<file path="config.mk">
export PLATFORM = sky130hd
export DESIGN_NAME = xpt_serial_loader
export DESIGN_NICKNAME = d
export VERILOG_FILES = /design/src/rtl/xpt_pkg.sv /design/src/rtl/xpt_rise_det.sv /design/src/rtl/xpt_shift_chain.sv /design/src/rtl/xpt_out_slot.sv /design/src/rtl/xpt_serial_loader.sv
export SDC_FILE = /design/constraint.sdc
export NUM_CORES = 1
export LEC_CHECK = 0
export ABC_AREA = 1
export CAP_MARGIN = 0
export CORE_ASPECT_RATIO = 1.4
export CORE_UTILIZATION = 50
export CTS_BUF_LIST = sky130_fd_sc_hd__clkbuf_8
export CTS_CLUSTER_SIZE = 14
export DETAILED_ROUTE_END_ITERATION = 8
export GPL_TIMING_DRIVEN = 0
export MAX_ROUTING_LAYER = met4
export PLACE_DENSITY = 0.82
export SKIP_LAST_GASP = 1
export SYNTH_ARGS = -nofsm -noshare
export SYNTH_HDL_FRONTEND = slang
export SYNTH_SLANG_ARGS = --single-unit
</file>
<file path="constraint.sdc">
create_clock -name clk -period 1.6 [get_ports clk]
set_input_delay 0.32 -clock clk [delete_from_list [all_inputs] [get_ports clk]]
set_output_delay 0.32 -clock clk [all_outputs]
set_load 0.05 [all_outputs]
</file>
<file path="src/rtl/xpt_pkg.sv">
package xpt_pkg;
  localparam int unsigned NUM_OUT = 8;
  localparam int unsigned CMD_W   = 4;
  localparam int unsigned SRC_W   = 3;
  localparam int unsigned FRAME_W = NUM_OUT * CMD_W;

  typedef logic [CMD_W-1:0] cmd_t;

  localparam cmd_t CMD_GND = 4'd8;
  localparam cmd_t CMD_ON  = 4'd9;
  localparam cmd_t CMD_OFF = 4'd10;

  // a command above the disable code is not allowed to reach the second rank
  function automatic logic cmd_illegal(input cmd_t c);
    return c > CMD_OFF;
  endfunction

  function automatic logic [SRC_W-1:0] cmd_route(input cmd_t c);
    return c[CMD_W-1] ? '0 : c[SRC_W-1:0];
  endfunction

  function automatic logic cmd_ground(input cmd_t c);
    return c[CMD_W-1];
  endfunction

  function automatic logic cmd_enable_next(input cmd_t c, input logic cur);
    if (c == CMD_ON)  return 1'b1;
    if (c == CMD_OFF) return 1'b0;
    return cur;
  endfunction
endpackage

</file>
<file path="src/rtl/xpt_rise_det.sv">
module xpt_rise_det #(
  parameter logic RST_VAL = 1'b1
) (
  input  logic clk,
  input  logic rst_n,
  input  logic lvl,
  output logic rise
);
  logic lvl_q;

  always_ff @(posedge clk or negedge rst_n) begin
    if (!rst_n) lvl_q <= RST_VAL;
    else        lvl_q <= lvl;
  end

  assign rise = lvl & ~lvl_q;
endmodule

</file>
<file path="src/rtl/xpt_shift_chain.sv">
module xpt_shift_chain #(
  parameter int unsigned WIDTH = 32
) (
  input  logic             clk,
  input  logic             rst_n,
  input  logic             step,
  input  logic             din,
  output logic [WIDTH-1:0] chain,
  output logic             dout
);
  always_ff @(posedge clk or negedge rst_n) begin
    if (!rst_n)    chain <= '0;
    else if (step) chain <= {chain[WIDTH-2:0], din};
  end

  assign dout = chain[WIDTH-1];

  // no qualified strobe, no movement
  p_chain_hold_r2: assert property (@(posedge clk) disable iff (!rst_n)
    !step |=> $stable(chain));
  // serial output takes the bit from the stage below on a shift
  p_serout_next_r9: assert property (@(posedge clk) disable iff (!rst_n)
    step |=> dout == $past(chain[WIDTH-2]));
  // new bit enters at the bottom of the chain
  p_din_enters_r1: assert property (@(posedge clk) disable iff (!rst_n)
    step |=> chain[0] == $past(din));
endmodule

</file>
<file path="src/rtl/xpt_out_slot.sv">
module xpt_out_slot
  import xpt_pkg::*;
(
  input  logic             clk,
  input  logic             rst_n,
  input  logic             load,
  input  cmd_t             cmd_in,
  output logic [SRC_W-1:0] route,
  output logic             gnd,
  output logic             en
);
  cmd_t held;

  always_ff @(posedge clk or negedge rst_n) begin
    if (!rst_n) begin
      held <= CMD_OFF;
      en   <= 1'b0;
    end else if (load) begin
      held <= cmd_in;
      en   <= cmd_enable_next(cmd_in, en);
    end
  end

  assign route = cmd_route(held);
  assign gnd   = cmd_ground(held);

  // source codes route and keep the enable
  p_route_keep_r3: assert property (@(posedge clk) disable iff (!rst_n)
    load && !cmd_in[CMD_W-1] |=> route == $past(cmd_in[SRC_W-1:0]) && !gnd && en == $past(en));
  // ground code keeps the enable
  p_gnd_keep_r4: assert property (@(posedge clk) disable iff (!rst_n)
    load && cmd_in == CMD_GND |=> gnd && route == '0 && en == $past(en));
  // turn on / turn off
  p_turn_on_r5: assert property (@(posedge clk) disable iff (!rst_n)
    load && cmd_in == CMD_ON |=> en && gnd);
  p_turn_off_r5: assert property (@(posedge clk) disable iff (!rst_n)
    load && cmd_in == CMD_OFF |=> !en && gnd);
  // second rank moves only on a load
  p_slot_hold_r6: assert property (@(posedge clk) disable iff (!rst_n)
    !load |=> $stable(route) && $stable(gnd) && $stable(en));
endmodule

</file>
<file path="src/rtl/xpt_serial_loader.sv">
module xpt_serial_loader
  import xpt_pkg::*;
(
  input  logic                       clk,
  input  logic                       rst_n,
  input  logic                       wr_strb,
  input  logic                       sel_hi,
  input  logic                       sel_lo_n,
  input  logic                       ser_in,
  input  logic                       latch_in,
  input  logic                       edge_mode,
  output logic                       ser_out,
  output logic [NUM_OUT*SRC_W-1:0]   route_sel,
  output logic [NUM_OUT-1:0]         gnd_sel,
  output logic [NUM_OUT-1:0]         out_en
);
  logic               wr_gated, shift_evt, latch_rise;
  logic               xfer_req, any_bad, xfer;
  logic [FRAME_W-1:0] rank1;

  assign wr_gated = wr_strb & sel_hi & ~sel_lo_n;

  xpt_rise_det #(.RST_VAL(1'b1)) u_wr_edge (
    .clk(clk), .rst_n(rst_n), .lvl(wr_gated), .rise(shift_evt));

  xpt_rise_det #(.RST_VAL(1'b1)) u_latch_edge (
    .clk(clk), .rst_n(rst_n), .lvl(latch_in), .rise(latch_rise));

  xpt_shift_chain #(.WIDTH(FRAME_W)) u_chain (
    .clk(clk), .rst_n(rst_n), .step(shift_evt), .din(ser_in),
    .chain(rank1), .dout(ser_out));

  // first field sent ends at the top of the chain
  always_comb begin
    any_bad = 1'b0;
    for (int k = 0; k < NUM_OUT; k++)
      any_bad |= cmd_illegal(rank1[FRAME_W-1-k*CMD_W -: CMD_W]);
  end

  assign xfer_req = edge_mode ? latch_rise : ~latch_in;
  assign xfer     = xfer_req & ~any_bad;

  for (genvar k = 0; k < NUM_OUT; k++) begin : g_slot
    xpt_out_slot u_slot (
      .clk   (clk),
      .rst_n (rst_n),
      .load  (xfer),
      .cmd_in(rank1[FRAME_W-1-k*CMD_W -: CMD_W]),
      .route (route_sel[k*SRC_W +: SRC_W]),
      .gnd   (gnd_sel[k]),
      .en    (out_en[k]));
  end

  // an illegal field blocks the whole transfer
  p_blocked_r6: assert property (@(posedge clk) disable iff (!rst_n)
    xfer_req && any_bad |=> $stable(route_sel) && $stable(gnd_sel) && $stable(out_en));
  // edge mode moves nothing without a latch rise
  p_edge_only_r7: assert property (@(posedge clk) disable iff (!rst_n)
    edge_mode && !latch_rise |=> $stable(route_sel) && $stable(gnd_sel) && $stable(out_en));
  // level mode holds while latch is high
  p_level_hold_r8: assert property (@(posedge clk) disable iff (!rst_n)
    !edge_mode && latch_in |=> $stable(route_sel) && $stable(gnd_sel) && $stable(out_en));
  // chain is steady unless a gated strobe rose
  p_gate_r2: assert property (@(posedge clk) disable iff (!rst_n)
    !wr_gated |=> $stable(rank1));
endmodule

</file>
### Word-level counts from Yosys, hierarchy flattened

Cells that the tools add are included.

| operators by class | value |
|---|---|
| muxes and demuxes | 81 |
| reductions and logical operators | 16 |
| bitwise logic cells | 17 |
| order comparisons | 8 |
| eq/ne operators | 16 |

Operator list:

| kind | count |
|---|---|
| $mux 1 | 73 |
| $eq 4x4->1 const B | 16 |
| $gt 4x4->1 const B | 8 |
| $mux 3 | 8 |
| $reduce_and 2->1 | 8 |
| $reduce_bool 2->1 | 8 |
| $or 1x1->1 | 7 |
| $and 1x1->1 | 5 |
| $not 1->1 | 5 |

| storage, ports and cells | value |
|---|---|
| bits of input ports | 8 |
| output and inout bits | 41 |
| logic and storage cells | 157 |
| bits in registers | 74 |

### Logic depth before layout (Yosys ltp)

| logic depth | value |
|---|---|
| word-level depth | 15 |
| depth in mapped cells | 9 |
| gate-level depth less buffers | 8 |

### Modules after synthesis

From an unflattened synthesis, not the netlist that was laid out.

| second synthesis, totals | value |
|---|---|
| cells, all modules | 424 |
| area, all modules | 3528.4 um^2 |

Modules (own cells, without submodules):

| module | cells each | instances | area an instance (um^2) |
|---|---|---|---|
| xpt_out_slot | 30 | 8 | 249.0 |
| xpt_shift_chain | 137 | 1 | 1302.5 |
| xpt_serial_loader | 41 | 1 | 161.4 |
| xpt_rise_det | 3 | 2 | 36.3 |

### Least setup slack after synthesis

No wires, ideal clock.

| timing | value |
|---|---|
| path kind | reg-to-output |
| start point | register g_slot[3].u_slot.held[1] |
| end point | output port route_sel[10] |
| buffers on the path | 0 |
| arrival time | 1.183 ns |
| slack | 0.097 ns |
| cell stages (with the launch flop) | 3 |
| required time | 1.280 ns |
| path through | dfstp_2 -> inv_1 -> nor2_1 |

| between the ends | value |
|---|---|
| cells in the longest elaborated chain, start to end | 1 |

Ends and longest elaborated chain:

| item | RTL line | source |
|---|---|---|
| start, declared | xpt_out_slot.sv:12 | `cmd_t held;` |
| start signal, assigned | xpt_out_slot.sv:19 | `held <= cmd_in;` |
| $mux 3 | xpt_pkg.sv:19 | `return c[CMD_W-1] ? '0 : c[SRC_W-1:0];` |
| end, declared | xpt_serial_loader.sv:13 | `output logic [NUM_OUT*SRC_W-1:0] route_sel,` |

Every way passes these cells.

### Worst setup path after layout

| timing | value |
|---|---|
| start point | register g_slot[2].u_slot.held[1] |
| end point | output port route_sel[7] |

| between the ends | value |
|---|---|
| cells in the longest elaborated chain, start to end | 1 |

Ends and longest elaborated chain:

| item | RTL line |
|---|---|
| start, declared | xpt_out_slot.sv:12 |
| start signal, assigned | xpt_out_slot.sv:19 |
| $mux 3 | xpt_pkg.sv:19 |

Every way passes these cells.

==> metrics.csv <==
stage,metric,value,unit
global_route,grt_max_degree,75,
route,antenna_left,0,
route,wirelength,7.71,mm
floorplan,start_util,0.513,
route,dr.pass1.iters,6,
yosys,yosysWarningCount,0,
timing,fmax,0.642,GHz
pwr,leakagePower,2.13,nW
timing,fin_crit,1560,ps
yosys,syn_avg_cell_area,8.55,sq um
clock_network,clock_sinks,74,
yosys,yosysSeqAreaShare,0.527,
route,drc,0,
pwr,internal_power,0.00339,W
clock_network,htree_levels,3,
timing,maxSlewViolCount,0,
timing,whs,77.7,ps
floorplan,io_pins,49,
pwr,power.share.sequential,0.427,
route,viasPerCell,5.04,
timing,tightest_slew,897,ps
timing,setup_viol,0,
placed_design,io_buffers,48,
setup_path,crit_path_end_kind,output pin,
yosys,synthCells,416,
final_layout,area_growth,22.1,%
clock_network,clock_path_buffers,2,
final_layout,antenna_cells,0,
global_route,grt_overflow,0,
final_layout,post-route-util,0.626,
status,outcome,"finished, final reports clean",
timing,setup_tns,0,ps
route,drt_iter0_drc,188,
timing,skew,11.1,ps
pwr,powerDensity,1180,nW/um^2
yosys,ys_types,17,
setup_path,path_delay_family,flip-flops,
setup_path,cp-start-kind,flip-flop,
clock_network,cts-buffers-inserted,9,
flow_run,cap_viol_max_count,0,
final_layout,num-fill-cells,623,
floorplan,die_area,7460,sq um
yosys,synth_area,3560,sq um
setup_path,worstPathCellList,inv_1 -> nor2_1 -> clkbuf_4,
final_layout,drive_gt1_frac,0.324,
clock_network,cts_tree,done,
floorplan,die_x,73.3,um
floorplan,core_area,6940,sq um
final_layout,fin_cells,582,
setup_path,r2r_slack,50,ps
placed_design,placed_cell_area,4150,sq um
final_layout,fin_area,4340,sq um
setup_path,max_stage_delay,540,ps
setup_path,critPathMaxFanout,2,
timing,hold_viol_final,0,
route,vias,2934,
setup_path,criticalPathCategory,flip-flop to output pin,
pwr,power_frac_clock,0.322,
global_route,grtUsageTotal,0.227,
final_layout,final_nets,490,
setup_path,cp_data_arrival_time,1240,ps
setup_path,cp_num_buf_inv,2,
global_route,grt_pass1_wl,12.3,mm
clock_network,cts-root-buf,clkbuf_8,
placed_design,dp_cells,559,
global_route,grt_pass1_vias,2764,
yosys,yosys_register_bits,74,
global_route,antenna_found_initial,0,
clock_network,clock_latency,360,ps
floorplan,rows,36,
pwr,switching_share,0.338,
setup_path,slowest_stage,dfstp_2,
placed_design,dpl.hpwl,5.16,mm
pwr,vdd_drop_max,0.867,mV
route,post_drt_wl_per_cell,13.3,um
pwr,p_sw,0.00173,W
clock_network,hold_buffers,0,
setup_path,worstPathRequired,1280,ps
yosys,mappedNetlistNets,424,
placed_design,place.gp.congestion,0.877,
pwr,combPwrFrac,0.251,
clock_network,cts.clk_slew.worst_paths,90,ps
timing,max_slew_margin,0.402,
floorplan,die_h,102,um
timing,fin_crit_sh,0.974,
worst_hold_path,worstHoldPathType,primary input to asynchronous set/reset pin,
metal layers:
metal,GRT usage,part of all wire,vias up
met4,0.125,0.034,0
met2,0.385,0.52,91
met5,-,0,-
met3,0.0269,0.041,21
met1,0.257,0.41,1405
li1,-,-,1417
area by class of cell:
type / instances / area [sq um] / area share
flip-flops and latches: 74 / 1870 / 0.432
inverters: 59 / 221 / 0.0510
plain buffers: 30 / 235 / 0.0542
well taps: 95 / 119 / 0.0274
repair buffers: 53 / 407 / 0.0937
clock buffers: 10 / 138 / 0.0317
clock inverters: 6 / 90.1 / 0.0207
multi-input cells: 255 / 1260 / 0.290
cell families after synthesis:
logic type,Yosys count,share of synthesized area
AOI/OAI and AO/OA,64,0.124
buffers and inverters,89,0.126
DFF,74,0.527
and+or+nand+nor,189,0.223
through the flow:
stage	setup slack [ps]	power, W
global placement	-2220	0.00348
global route	-9.96	0.00531
floorplan	97.3	0.00310
CTS	-21.0	0.00507
detailed placement	-310	0.00351
finish	42.3	0.00512
layout by cell type (no fill, tap or decap), drive strengths merged:
| cell type | n |
|---|---|
| o21ai | 63 |
| clkdlybuf4s15 | 9 |
| nand4 | 8 |
| buf | 54 |
| dfstp | 18 |
| inv | 59 |
| a21oi | 1 |
| nand3 | 26 |
| clkdlybuf4s50 | 6 |
| bufinv | 2 |
| clkinv | 3 |
| nor2 | 37 |
| nand2 | 120 |
| clkbuf | 24 |
| dfrtp | 56 |
| clkinvlp | 1 |
timing repair:
action | 4_1_cts | 5_1_grt
buffers inserted | 0 | 5
gates cloned | 0 | 2
endpoints found under the setup margin | 41 | 64
pin swaps | 0 | 3
resized for setup | 193 | 25
synthesized netlist by cell type (all sizes together):
cell type	number	area [sq um]
clkbuf	6	22.5
dfrtp	56	1400
nor2	36	150
a21oi	1	5.00
dfstp	18	473
nand3	26	140
inv	59	221
o21ai	63	435
nand4	8	50.1
nand2	119	454
buf	24	203
path summary, 6_finish.rpt:
check / from / end / cells past startpoint
setup / recovery: g_slot[2].u_slot.held[1] / route_sel[7] / 3
hold / removal: rst_n / g_slot[0].u_slot.en / 1
setup reg to reg: u_chain.chain[2] / g_slot[7].u_slot.held[2] / 9
hold reg to reg: g_slot[3].u_slot.held[1] / g_slot[3].u_slot.held[1] / 2
max in group asynchronous: rst_n / u_chain.chain[7] / 1
min in group clk: latch_in / u_latch_edge.lvl_q / 1
sequential cells by signal (all words and copies together), names as in the netlist:
register / count
g_slot.u_slot.held: 32
g_slot.u_slot.en: 8
u_wr_edge.lvl_q: 1
u_chain.chain: 32
u_latch_edge.lvl_q: 1
power groups by stage:
stage                     clock network [W]  logic [W]  registers, W
after floorplan                           0   0.000918       0.00219
after global placement                    0    0.00127       0.00221
after detailed placement                  0    0.00130       0.00222
after CTS                           0.00166    0.00122       0.00218
after global routing                0.00172    0.00138       0.00221
final                               0.00165    0.00129       0.00219
Note: power is estimated with default switching activity, not from simulation.
